### src/rtl/lin_arith_pkg.sv
package lin_arith_pkg;
    localparam int ID_W      = 6;
    localparam int LEN_W     = 4;
    localparam int BYTE_W    = 8;
    localparam int MAX_BYTES = 8;
    localparam int CNT_W     = $clog2(MAX_BYTES + 1);

    typedef struct packed {
        logic [BYTE_W-1:0] pid;
        logic [LEN_W-1:0]  len;
    } hdr_t;

    typedef struct packed {
        logic [BYTE_W-1:0] acc;
        logic [CNT_W-1:0]  cnt;
        logic              open;
        logic              done;
        logic [BYTE_W-1:0] csum;
        logic              err;
    } acc_state_t;
endpackage

### src/rtl/lin_pid_gen.sv
module lin_pid_gen
    import lin_arith_pkg::*;
(
    input  logic [ID_W-1:0]   id_i,
    output logic [BYTE_W-1:0] pid_o
);
    logic par_lo;
    logic par_hi;

    always_comb begin
        par_lo = id_i[0] ^ id_i[1] ^ id_i[2] ^ id_i[4];
        par_hi = ~(id_i[1] ^ id_i[3] ^ id_i[4] ^ id_i[5]);
        pid_o  = {par_hi, par_lo, id_i};
    end
endmodule

### src/rtl/lin_len_decode.sv
module lin_len_decode
    import lin_arith_pkg::*;
(
    input  logic [LEN_W-1:0] len_ctrl_i,
    input  logic [ID_W-1:0]  id_i,
    output logic [LEN_W-1:0] len_o
);
    localparam logic [LEN_W-1:0] AUTO_CODE = {LEN_W{1'b1}};
    localparam logic [LEN_W-1:0] MAX_LEN   = LEN_W'(MAX_BYTES);

    always_comb begin
        if (len_ctrl_i == AUTO_CODE) begin
            // length class carried in the two top identifier bits
            unique case (id_i[ID_W-1 -: 2])
                2'b00, 2'b01: len_o = LEN_W'(2);
                2'b10:        len_o = LEN_W'(4);
                default:      len_o = LEN_W'(8);
            endcase
        end else if (len_ctrl_i == '0 || len_ctrl_i > MAX_LEN) begin
            len_o = MAX_LEN;
        end else begin
            len_o = len_ctrl_i;
        end
    end
endmodule

### src/rtl/lin_csum_core.sv
module lin_csum_core
    import lin_arith_pkg::*;
(
    input  logic              clk,
    input  logic              rst_n,
    input  logic              load_i,
    input  logic              enh_i,
    input  logic [BYTE_W-1:0] pid_load_i,
    input  logic [LEN_W-1:0]  len_i,
    input  logic              bvalid_i,
    input  logic [BYTE_W-1:0] bdata_i,
    input  logic              blast_i,
    input  logic              rx_valid_i,
    input  logic [BYTE_W-1:0] rx_byte_i,
    output logic [BYTE_W-1:0] csum_o,
    output logic              done_o,
    output logic              err_o
);
    acc_state_t st_d, st_q;
    logic              take_byte;
    logic [BYTE_W:0]   raw_sum;
    logic [BYTE_W-1:0] acc_new;

    always_comb begin
        st_d      = st_q;
        take_byte = st_q.open && bvalid_i && (int'(st_q.cnt) < int'(len_i));
        raw_sum   = {1'b0, st_q.acc} + {1'b0, bdata_i};
        // end-around carry: fold bit 8 back into bit 0
        acc_new   = take_byte ? (raw_sum[BYTE_W-1:0] + BYTE_W'(raw_sum[BYTE_W])) : st_q.acc;

        if (load_i) begin
            st_d.acc  = enh_i ? pid_load_i : '0;
            st_d.cnt  = '0;
            st_d.open = 1'b1;
            st_d.done = 1'b0;
            st_d.csum = '0;
            st_d.err  = 1'b0;
        end else begin
            if (st_q.open && bvalid_i) begin
                st_d.acc = acc_new;
                if (take_byte) st_d.cnt = st_q.cnt + CNT_W'(1);
                if (blast_i) begin
                    st_d.open = 1'b0;
                    st_d.done = 1'b1;
                    st_d.csum = ~acc_new;
                end
            end
            if (st_q.done && rx_valid_i) begin
                st_d.err = (rx_byte_i != st_q.csum);
            end
        end
    end

    always_ff @(posedge clk or negedge rst_n) begin
        if (!rst_n) st_q <= '0;
        else        st_q <= st_d;
    end

    assign csum_o = st_q.csum;
    assign done_o = st_q.done;
    assign err_o  = st_q.err;

    a_r8_cnt_bound: assert property (@(posedge clk) disable iff (!rst_n)
        int'(st_q.cnt) <= int'(len_i));

    a_r9_done_hold: assert property (@(posedge clk) disable iff (!rst_n)
        done_o && !load_i |=> done_o && $stable(csum_o));

    a_r9_last_closes: assert property (@(posedge clk) disable iff (!rst_n)
        st_q.open && bvalid_i && blast_i && !load_i |=> done_o);

    a_r10_err_needs_done: assert property (@(posedge clk) disable iff (!rst_n)
        err_o |-> done_o);
endmodule

### src/rtl/lin_frame_arith.sv
module lin_frame_arith
    import lin_arith_pkg::*;
(
    input  logic              clk,
    input  logic              rst_n,
    input  logic              hdr_load,
    input  logic [ID_W-1:0]   frame_id,
    input  logic [LEN_W-1:0]  len_ctrl,
    input  logic              enh_mode,
    input  logic              byte_valid,
    input  logic [BYTE_W-1:0] byte_data,
    input  logic              byte_last,
    input  logic              rx_chk_valid,
    input  logic [BYTE_W-1:0] rx_chk_byte,
    output logic [BYTE_W-1:0] pid,
    output logic [LEN_W-1:0]  pay_len,
    output logic [BYTE_W-1:0] csum,
    output logic              csum_done,
    output logic              chk_err
);
    hdr_t hdr_d, hdr_q;
    logic [BYTE_W-1:0] pid_w;
    logic [LEN_W-1:0]  len_w;

    lin_pid_gen u_pid (
        .id_i  (frame_id),
        .pid_o (pid_w)
    );

    lin_len_decode u_len (
        .len_ctrl_i (len_ctrl),
        .id_i       (frame_id),
        .len_o      (len_w)
    );

    always_comb begin
        hdr_d = hdr_q;
        if (hdr_load) begin
            hdr_d.pid = pid_w;
            hdr_d.len = len_w;
        end
    end

    always_ff @(posedge clk or negedge rst_n) begin
        if (!rst_n) hdr_q <= '0;
        else        hdr_q <= hdr_d;
    end

    lin_csum_core u_core (
        .clk        (clk),
        .rst_n      (rst_n),
        .load_i     (hdr_load),
        .enh_i      (enh_mode),
        .pid_load_i (pid_w),
        .len_i      (hdr_q.len),
        .bvalid_i   (byte_valid),
        .bdata_i    (byte_data),
        .blast_i    (byte_last),
        .rx_valid_i (rx_chk_valid),
        .rx_byte_i  (rx_chk_byte),
        .csum_o     (csum),
        .done_o     (csum_done),
        .err_o      (chk_err)
    );

    assign pid     = hdr_q.pid;
    assign pay_len = hdr_q.len;

    a_r1_pid_id: assert property (@(posedge clk) disable iff (!rst_n)
        hdr_load |=> pid[ID_W-1:0] == $past(frame_id));

    a_r2_len_bound: assert property (@(posedge clk) disable iff (!rst_n)
        hdr_load |=> (pay_len != '0) && (int'(pay_len) <= MAX_BYTES));

    a_r1_pid_stable: assert property (@(posedge clk) disable iff (!rst_n)
        !hdr_load |=> $stable(pid) && $stable(pay_len));
endmodule

### config.mk
export PLATFORM = sky130hd
export DESIGN_NAME = lin_frame_arith
export DESIGN_NICKNAME = d
export VERILOG_FILES = /design/src/rtl/lin_arith_pkg.sv /design/src/rtl/lin_pid_gen.sv /design/src/rtl/lin_len_decode.sv /design/src/rtl/lin_csum_core.sv /design/src/rtl/lin_frame_arith.sv
export SDC_FILE = /design/constraint.sdc
export NUM_CORES = 1
export LEC_CHECK = 0
export BUFFER_PORTS_ARGS = -buffer_cell sky130_fd_sc_hd__buf_2
export CAP_MARGIN = 20
export CORE_UTILIZATION = 45
export DETAILED_ROUTE_END_ITERATION = 16
export MAX_ROUTING_LAYER = met4
export PLACE_DENSITY = 0.71
export SLEW_MARGIN = 20
export SYNTH_ARGS = -nofsm -noshare
export SYNTH_HDL_FRONTEND = slang
export SYNTH_SLANG_ARGS = --single-unit
### constraint.sdc
create_clock -name clk -period 2.8 [get_ports clk]
set_clock_uncertainty 0.15 [all_clocks]
set_input_delay 0.56 -clock clk [delete_from_list [all_inputs] [get_ports clk]]
set_output_delay 0.56 -clock clk [all_outputs]
set_load 0.02 [all_outputs]
==> flow_summary.yaml, run 1 <==
routing:
  routedWlPerCell_um: 14.1
  vias: 2124
  wirelength_um: 5490
  ant_nets: 0
  viasPerCell: 5.46
  dr.first_iter.drc_count: 178
  drc: 0
  drtPass1Iterations: 4
synthesis:
  ys_warn_count: 0
  ys_seq_area_frac: 0.372
  synth_common_cells: "dfrtp_1, nand2_1, nor2_1"
  yosys_most_used_dff: "dfrtp_1"
  avgSynthCellArea_sq_um: 9.47
  async_flop_share: 1.00
  synth_area_sq_um: 2360
  synth_nets: 297
  ys_seq_elements: 35
  synth_cells: 249
  synth_edf_count: 0
  synth.most_common_cell: "dfrtp_1"
  synth_cell_types: 52
  yosysTopAreaCellShare: 0.372
  ys_top_cells_by_area: "dfrtp_1, ha_1, xnor2_1"
  yosysTopAreaCell: "dfrtp_1"
pwr:
  ir_drop_mv: 0.381
  cell_internal_pwr_mw: 1.18
  cellPowerDensity_nw_per_um2: 629
  pwr-share-seq: 0.339
  p_sw_uw: 702
  p_sw_frac: 0.373
  leakagePower_nw: 1.39
  clockPowerShare: 0.178
  p_comb_frac: 0.483
sta:
  finalCriticalPeriod_ns: 2.83
  tightest_slew_ns: 0.761
  relSlewSlack: 0.492
  drv_slew: 0
  grt_setup_unrepaired: "true"
  setup_tns_ns: -0.0526
  setup_viol: 2
  finalHoldViolations: 0
  finalCritPeriodShare: 1.01
  setup_slack_ns: -0.0347
  max_freq_ghz: 0.353
worst_setup_path:
  required_ns: 2.83
  crit_chain: "ha_4 -> fa_2 -> a211oi_4 -> o21ai_2 -> a21o_1 -> a21o_1 -> ha_2 -> and3_4 -> nor3b_1 -> xnor2_1 -> mux2i_1 -> o21ba_2"
  cp_num_buf_inv: 0
  crit_path_max_incr_delay_ns: 0.41
  timing.critical_path.mode_cell: "a21o_1"
  slowest_stage: "dfrtp_1"
  crit_fanout: 2
  cp.arrival_ns: 2.87
  crit_family: "compound AO/OA/AOI/OAI gates"
  worst_setup_path_start_kind: "flop"
  crit_path_end_kind: "flop"
  critical_path_class: "reg -> reg"
hold_path:
  hp-class: "in -> async"
finish:
  syn2layout_area_growth_pct: 27.1
  design_area_sq_um: 3000
  drive_above_1_share: 0.366
  fillers: 432
  fin_cells: 389
  nNetsFinal: 371
  diodes: 0
placed_design:
  place_hpwl_um: 4240
  place.gp.congestion: 0.847
  io_buffers: 54
  postPlaceCellArea_sq_um: 2860
  place_inst: 381
floorplan:
  dieArea_sq_um: 5530
  die_w_um: 74.4
  fp.coreArea_sq_um: 4880
  ios: 55
  fp-row-count: 25
  die_y_um: 74.4
  initial_core_util: 0.483
clocking:
  cts_max_level: 2
  cts_tree: "built"
  hold_buffers: 0
  worstSkewPairLatency_ns: 0.29
  ctsRootBufferMaster: "clkbuf_8"
  clk_pin_slew_ns: 0.06
  clk_path_buf_depth: 2
  cts_buffers: 5
  cts.sinks: 35
global_route:
  antenna_found_initial: 0
  grt_max_degree: 36
  grt_pass1_vias: 1929
  grt-ovfl-total: 0
  grt_use_total: 0.223
  grt_pass1_wl_um: 8910
status:
  outcome: "finished, violations left"
  violations: "negative setup slack"
run:
  timing.max_cap.violations: 0
[kinds of logic (layout without fill, tap and decap cells)]
| family | Yosys count | in the layout | share of synthesized area |
|---|---|---|---|
| muxes | 12 | 12 | 0.0547 |
| adders and majority gates | 15 | 15 | 0.0828 |
| DFF | 35 | 35 | 0.372 |
| AOI/OAI and AO/OA | 57 | 57 | 0.165 |
| xor gates and xnor gates | 22 | 22 | 0.0876 |
| buffers and inverters | 22 | 95 | 0.0547 |
| and+or+nand+nor | 86 | 86 | 0.184 |
[cell type report]
| cell class | instances | area, sq um | area share |
|---|---|---|---|
| Multi-Input combinational cell | 192 | 1450 | 0.484 |
| Sequential cell | 35 | 876 | 0.292 |
| Timing Repair Buffer | 84 | 495 | 0.165 |
| Tap cell | 67 | 83.8 | 0.0280 |
| Clock buffer | 6 | 72.6 | 0.0242 |
| Inverter | 5 | 18.8 | 0.00626 |
[timing repair]
| action | 4_1_cts | 5_1_grt |
|---|---|---|
| setup endpoints to repair | 12 | 12 |
| buffers inserted | 1 | 1 |
| resized for setup | 2 | 8 |
| pin swaps | 7 | 8 |
[state kept, by name, indices dropped and copies added (netlist names)]
name / flops
pid: 8
pay_len: 4
u_core.csum_o: 8
u_core.done_o: 1
u_core.err_o: 1
u_core.st_q: 13
[stage by stage]
stage | hold WS [ns] | utilization | power [mW] | setup slack (ns)
3_3_place_gp | 0.339 | 0.586 | 1.50 | -0.326
5_1_grt | 0.259 | 0.614 | 2.01 | -0.137
2_1_floorplan | 0.114 | - | 1.21 | -0.249
3_5_place_dp | 0.344 | 0.586 | 1.51 | -0.395
4_1_cts | 0.218 | 0.605 | 1.86 | -0.0366
6_report | 0.195 | 0.614 | 1.88 | -0.0347
[metal layers]
| layer | share of wire | GRT usage | wire, um | up-vias |
|---|---|---|---|---|
| met5 | 0 | - | 0 | - |
| met4 | 0.015 | 0.0650 | 82 | 0 |
| met3 | 0.058 | 0.0569 | 317 | 8 |
| met2 | 0.45 | 0.331 | 2450 | 65 |
| met1 | 0.48 | 0.301 | 2630 | 1016 |
| li1 | - | - | - | 1035 |
[cells in the final DEF (no fill, tap or decap), types with 3 or more instances in the layout]
cell	netlist	final
nor2_1	18	17
mux2_2	7	7
o21ai_0	16	12
nand4_1	6	6
o21a_1	3	3
buf_4	8	30
xnor2_1	17	17
nor3_1	7	7
nand3_1	11	10
ha_4	0	4
inv_1	5	5
a21o_1	3	3
mux2i_1	5	3
a211oi_1	4	4
xor2_1	4	4
clkbuf_8	0	5
a21oi_1	11	11
buf_2	1	54
nand2_1	26	26
o21ai_1	2	4
dfrtp_1	35	35
o211ai_1	3	3
ha_1	14	8
[worst reg2reg max path: stages, from the launching register on]
cell	delay, ns
dfrtp_1	0.41
ha_4	0.17
fa_2	0.37
a211oi_4	0.24
o21ai_2	0.09
a21o_1	0.18
a21o_1	0.18
ha_2	0.18
and3_4	0.16
nor3b_1	0.14
xnor2_1	0.15
mux2i_1	0.11
o21ba_2	0.20
[power groups by stage]
stage / combinational [mW] / clock, mW / sequential, mW
2_1_floorplan: 0.551 / 0 / 0.654
3_3_place_gp: 0.855 / 0 / 0.643
3_5_place_dp: 0.866 / 0 / 0.646
4_1_cts: 0.881 / 0.343 / 0.637
5_1_grt: 0.995 / 0.368 / 0.649
6_report: 0.910 / 0.335 / 0.640
[path summary, 6_finish.rpt]
kind / startpoint / end / slack [ns] / depth (start not counted)
worst min register to register: pid[1] / pid[1] / 0.36 / 1
worst max-delay path: u_core.st_q[15] / u_core.csum_o[4] / -0.03 / 12
worst min-delay path: rst_n / u_core.st_q[21] / 0.19 / 1
min in group clk: rx_chk_valid / u_core.err_o / 0.33 / 2
max in group asynchronous: rst_n / pid[6] / 1.82 / 1
worst max register to register: u_core.st_q[15] / u_core.csum_o[4] / -0.03 / 12
No activity file was read; power rests on OpenSTA's default activity.
==> run 2: changes to the inputs <==
--- a/config.mk
+++ b/config.mk
@@ -10,8 +10,9 @@
 export CORE_UTILIZATION = 45
 export DETAILED_ROUTE_END_ITERATION = 16
 export MAX_ROUTING_LAYER = met4
-export PLACE_DENSITY = 0.71
+export PLACE_DENSITY = 0.68
 export SLEW_MARGIN = 20
 export SYNTH_ARGS = -nofsm -noshare
 export SYNTH_HDL_FRONTEND = slang
+export SYNTH_HIERARCHICAL = 1
 export SYNTH_SLANG_ARGS = --single-unit
==> constraint.sdc (replaced) <==
create_clock -name clk -period 3.1 [get_ports clk]
set_clock_uncertainty 0.15 [all_clocks]
set_input_delay 0.62 -clock clk [delete_from_list [all_inputs] [get_ports clk]]
set_output_delay 0.62 -clock clk [all_outputs]
set_load 0.02 [all_outputs]
==> run 2 against run 1 <==
The run now ends clean. Register-to-register slack improved by 0.21 ns. Wire length is 5.5% lower. Global-route usage fell by 1.1 points. Worst setup slack improved by 0.18 ns. Sequential cell count is the same.
==> flow_summary.yaml, run 2 <==
status:
  outcome: "finished clean"
sta:
  setup_slack_ns: 0.146
  finalCriticalPeriod_ns: 2.95
  finalCritPeriodShare: 0.953
  whs_ns: 0.238
  relSlewSlack: 0.495
  grt_setup_unrepaired: "false"
  finalHoldViolations: 0
  max_freq_ghz: 0.339
  tightest_slew_ns: 0.757
  setup_viol: 0
  drv_slew: 0
routing:
  vias: 1878
  drc: 0
  viasPerCell: 5.26
  drtPass1Iterations: 4
  routedWlPerCell_um: 14.5
  wirelength_um: 5180
  ant_nets: 0
  dr.first_iter.drc_count: 91
placed_design:
  place.gp.congestion: 0.855
  place_hpwl_um: 4070
  io_buffers: 54
  place_inst: 349
  postPlaceCellArea_sq_um: 2750
  pre_cts_slack_ns: -0.181
synthesis:
  yosysTopAreaCell: "dfrtp_1"
  ys_seq_elements: 35
  yosys_most_used_dff: "dfrtp_1"
  synth_nets: 275
  ys_warn_count: 6
  synth_area_sq_um: 2400
  synth.most_common_cell: "dfrtp_1"
  async_flop_share: 1.00
  ys_top_cells_by_area: "dfrtp_1, ha_1, xnor2_1"
  yosysTopAreaCellShare: 0.365
  ys_seq_area_frac: 0.365
  avgSynthCellArea_sq_um: 10.6
  synth_edf_count: 0
  synth_cells: 227
  synth_common_cells: "dfrtp_1, nor2_1, xnor2_1"
  synth_cell_types: 53
floorplan:
  initial_core_util: 0.470
  fp-row-count: 26
  ios: 55
  fp.coreArea_sq_um: 5110
  dieArea_sq_um: 5630
  die_y_um: 75.0
  die_w_um: 75.0
pwr:
  p_comb_frac: 0.446
  pwr-share-seq: 0.352
  leakagePower_nw: 1.37
  clockPowerShare: 0.202
  ir_drop_mv: 0.293
  cellPowerDensity_nw_per_um2: 576
  p_sw_uw: 608
  p_sw_frac: 0.372
  cell_internal_pwr_mw: 1.03
finish:
  final_common_cell: "buf_2"
  drive_above_1_share: 0.373
  fin_cells: 357
  design_area_sq_um: 2840
  syn2layout_area_growth_pct: 18.2
  nNetsFinal: 334
  largest_register_ffs: 13
  mostFrequentLayoutCells: "buf_2, dfrtp_1, buf_4, nor2_1, xnor2_1"
  regMostFlops: "u_core/st_q"
  diodes: 0
clocking:
  cts_tree: "built"
  cts.sinks: 35
  clk_pin_slew_ns: 0.07
  ctsRootBufferMaster: "clkbuf_8"
  cts_buffers: 5
  worstSkewPairLatency_ns: 0.30
  cts_max_level: 2
  clk_path_buf_depth: 2
  hold_buffers: 0
  cts_setup_buffers: 0
global_route:
  grt_use_total: 0.212
  antenna_found_initial: 0
  grt-ovfl-total: 0
  grt_pass1_vias: 1779
  grt_pass1_wl_um: 8370
  grt_max_degree: 36
worst_setup_path:
  slowest_stage: "fa_2"
  crit_chain: "buf_2 -> ha_1 -> fa_2 -> a211oi_2 -> o21a_2 -> nor2_1 -> o21ai_0 -> nand2b_1 -> ha_1 -> nand3_1 -> nor3_1 -> nand4b_1 -> xnor2_1 -> a221o_1"
  crit_path_max_incr_delay_ns: 0.35
  crit_fanout: 2
  required_ns: 3.13
  critical_path_class: "in -> reg"
  cp.arrival_ns: 2.98
  worst_setup_path_start_kind: "input port"
  crit_path_end_kind: "flop"
  timing.critical_path.mode_cell: "ha_1"
run:
  timing.max_cap.violations: 0
hold_path:
  hp-class: "in -> async"
[run 2: final timing paths]
| path | slack [ns] | endpoint | cells past startpoint | from |
|---|---|---|---|---|
| setup / recovery | 0.15 | u_core/st_q[22] | 14 | byte_data[0] |
| setup reg to reg | 0.18 | u_core/st_q[22] | 13 | u_core/st_q[15] |
| hold reg to reg | 0.37 | pid[3] | 1 | pid[3] |
| hold / removal | 0.24 | u_core/err_o | 1 | rst_n |
| max in group asynchronous | 2.07 | u_core/st_q[17] | 1 | rst_n |
| min in group clk | 0.37 | pid[3] | 1 | pid[3] |
[run 2: what timing repair did]
action / 4_1_cts / 5_1_grt
endpoints found under the hold margin: 0 / 0
resized for setup: 0 / 1
setup endpoints to repair: 0 / 2
[run 2: critical path: cells and delay by family]
kind,cells,cell delay [ns]
AND/OR/NAND/NOR,5,0.45
buffers and inverters,1,0.10
adder cells (fa/ha/maj),3,0.78
XOR/XNOR,1,0.10
AO/OA/AOI/OAI,4,0.93
[run 2: layout make-up]
class / count / area, sq um
clock buffers: 6 / 72.6
clock inverters: 2 / 12.5
fillers: 471 / 2270
inverters: 6 / 22.5
multi-input cells: 165 / 1350
flip-flops and latches: 35 / 876
well taps: 70 / 87.6
repair buffers: 73 / 413
[run 2: kinds of logic (layout without fill, tap and decap cells)]
| group | after synthesis | in the layout | synth area share |
|---|---|---|---|
| xor gates and xnor gates | 25 | 25 | 0.0944 |
| muxes | 19 | 19 | 0.101 |
| and+or+nand+nor | 61 | 61 | 0.140 |
| AOI/OAI and AO/OA | 45 | 45 | 0.142 |
| buffers and inverters | 27 | 87 | 0.0766 |
| adders and majority gates | 15 | 15 | 0.0813 |
| DFF | 35 | 35 | 0.365 |
[run 2: per-stage QoR]
stage | total power, mW | setup TNS [ns] | util
after floorplan | 1.08 | 0 | -
final | 1.64 | 0 | 0.556
after detailed placement | 1.31 | -1.14 | 0.538
after global placement | 1.29 | -0.196 | 0.538
after CTS | 1.64 | 0 | 0.554
after global routing | 1.74 | 0 | 0.556
[run 2: per-layer routing]
metal  wire length, um  track usage
met1              2370        0.258
met2              2430        0.339
met3               259       0.0469
met4               116       0.0901
met5                 0            -
[run 2: power groups by stage]
| stage | Sequential, mW | Combinational [mW] | Clock, mW |
|---|---|---|---|
| after floorplan | 0.595 | 0.489 | 0 |
| after global placement | 0.582 | 0.708 | 0 |
| after detailed placement | 0.584 | 0.724 | 0 |
| after CTS | 0.576 | 0.728 | 0.339 |
| after global routing | 0.585 | 0.798 | 0.356 |
| final | 0.575 | 0.730 | 0.331 |
==> run 3: changes to the inputs <==
==> constraint.sdc (replaced) <==
create_clock -name clk -period 3.7 [get_ports clk]
set_clock_uncertainty 0.15 [all_clocks]
set_input_delay 0.74 -clock clk [delete_from_list [all_inputs] [get_ports clk]]
set_output_delay 0.74 -clock clk [all_outputs]
set_load 0.02 [all_outputs]
==> run 3 against run 2 <==
Sequential cell count unchanged. Global-route usage down 1.4 points. Critical path type unchanged. Die area stayed put. Wire length shrank 5.2%. Combinational power shrank 27%. Clock power fell by 16%.
==> flow_summary.yaml, run 3 (same netlist as run 2, synthesis figures left out) <==
global_route:
  grt-busiest-layer: "met2"
  grt_use_total: 0.198
  grt_use_met3: 0.0482
  met2_usage: 0.299
  grt_pass1_vias: 1696
  met1_usage: 0.258
  grt_max_degree: 36
  antenna_found_initial: 0
  grt_pass1_wl_um: 7920
  grt-ovfl-total: 0
sta:
  finalCriticalPeriod_ns: 3.27
  max_freq_ghz: 0.306
  setup_viol: 0
  relSlewSlack: 0.483
  drv_slew: 0
  whs_ns: 0.360
  finalHoldViolations: 0
  finalCritPeriodShare: 0.884
  grt_setup_unrepaired: "false"
  tightest_slew_ns: 0.776
  setup_tns_ns: 0
routing:
  drc: 0
  ant_nets: 0
  vias: 1799
  dr.first_iter.drc_count: 90
  routedWlPerCell_um: 14.5
  drtPass1Iterations: 4
  viasPerCell: 5.32
  wirelength_um: 4920
worst_setup_path:
  crit_fanout: 3
  crit_family: "compound AO/OA/AOI/OAI gates"
  cp_num_buf_inv: 1
  critical_path_class: "in -> reg"
  crit_path_end_kind: "flop"
  slowest_stage: "fa_1"
  cp.arrival_ns: 3.29
  required_ns: 3.72
  crit_chain: "buf_2 -> ha_1 -> fa_1 -> a211oi_1 -> o21a_2 -> nor2_1 -> o21ai_0 -> nand2b_1 -> ha_1 -> o2111ai_1 -> nor4_4 -> nand2_1 -> xor2_1 -> a221o_1"
  crit_path_max_incr_delay_ns: 0.40
  timing.critical_path.mode_cell: "ha_1"
  worst_setup_path_start_kind: "input port"
clocking:
  ctsRootBufferMaster: "clkbuf_8"
  clk_pin_slew_ns: 0.07
  cts_tree: "built"
  cts_resized: 0
  cts_setup_buffers: 0
  cts_buffers: 5
  clk_path_buf_depth: 2
  cts.sinks: 35
  cts_max_level: 2
  hold_buffers: 0
  worstSkewPairLatency_ns: 0.29
finish:
  fillers: 478
  regMostFlops: "u_core/st_q"
  final_common_cell: "buf_2"
  drive_above_1_share: 0.321
  nNetsFinal: 316
  largest_register_ffs: 13
  diodes: 0
  design_area_sq_um: 2690
  utilization: 0.527
  syn2layout_area_growth_pct: 12.1
  mostFrequentLayoutCells: "buf_2, dfrtp_1, nor2_1, xnor2_1, ha_1"
floorplan:
  initial_core_util: 0.470
  ios: 55
  fp.coreArea_sq_um: 5110
  die_y_um: 75.0
  die_w_um: 75.0
  dieArea_sq_um: 5630
  fp-row-count: 26
placed_design:
  io_buffers: 54
  place_hpwl_um: 3740
  place.gp.congestion: 0.931
  postPlaceCellArea_sq_um: 2600
pwr:
  ir_drop_mv: 0.227
  power_mw: 1.29
  leakagePower_nw: 1.28
  cellPowerDensity_nw_per_um2: 481
run:
  timing.max_cap.violations: 0
status:
  outcome: "finished clean"
hold_path:
  hp-class: "reg -> reg"
[run 3: routing by layer]
metal / vias to the layer above / part of all wire
met2: 53 / 0.45
met4: 0 / 0.022
met5: - / 0
met1: 856 / 0.49
li1: 880 / -
met3: 10 / 0.043
[run 3: area by class of cell]
| cell class | instances | area, sq um | share of cell area |
|---|---|---|---|
| clock buffer | 6 | 82.6 | 0.0307 |
| clock inverter | 1 | 5.00 | 0.00186 |
| inverter | 6 | 22.5 | 0.00837 |
| multi-input combinational | 165 | 1340 | 0.498 |
| sequential | 35 | 876 | 0.325 |
| tap | 70 | 87.6 | 0.0325 |
| timing repair buffer | 55 | 278 | 0.103 |
[run 3: worst register-to-register path: cells and delay by family (launching register included)]
family | cells | cell delay [ns]
AO/OA/AOI/OAI | 5 | 1.16
XOR/XNOR | 1 | 0.09
adder cells (fa/ha/maj) | 3 | 0.85
flip-flops | 1 | 0.39
AND/OR/NAND/NOR | 4 | 0.36
[run 3: worst paths after layout]
path                                       from              end  slack, ns  depth (start not counted)
worst min register to register           pid[6]           pid[6]       0.36                          1
max in group asynchronous                 rst_n  u_core/st_q[17]       2.53                          1
worst min-delay path                     pid[6]           pid[6]       0.36                          1
worst max-delay path               byte_data[0]  u_core/st_q[21]       0.43                         14
worst max register to register  u_core/st_q[15]  u_core/st_q[21]       0.60                         13
min in group asynchronous                 rst_n     u_core/err_o       0.37                          1
[run 3: where the power goes]
group	internal, mW	switching (mW)
logic	0.237	0.295
clock network	0.146	0.133
registers	0.436	0.0467
total	0.819	0.475
[run 3: per-stage QoR]
stage          instances  setup WS, ns
2_1_floorplan        227         0.385
3_3_place_gp         331         0.246
3_5_place_dp         331         0.151
5_1_grt              338         0.218
4_1_cts              338         0.441
6_report             338         0.428
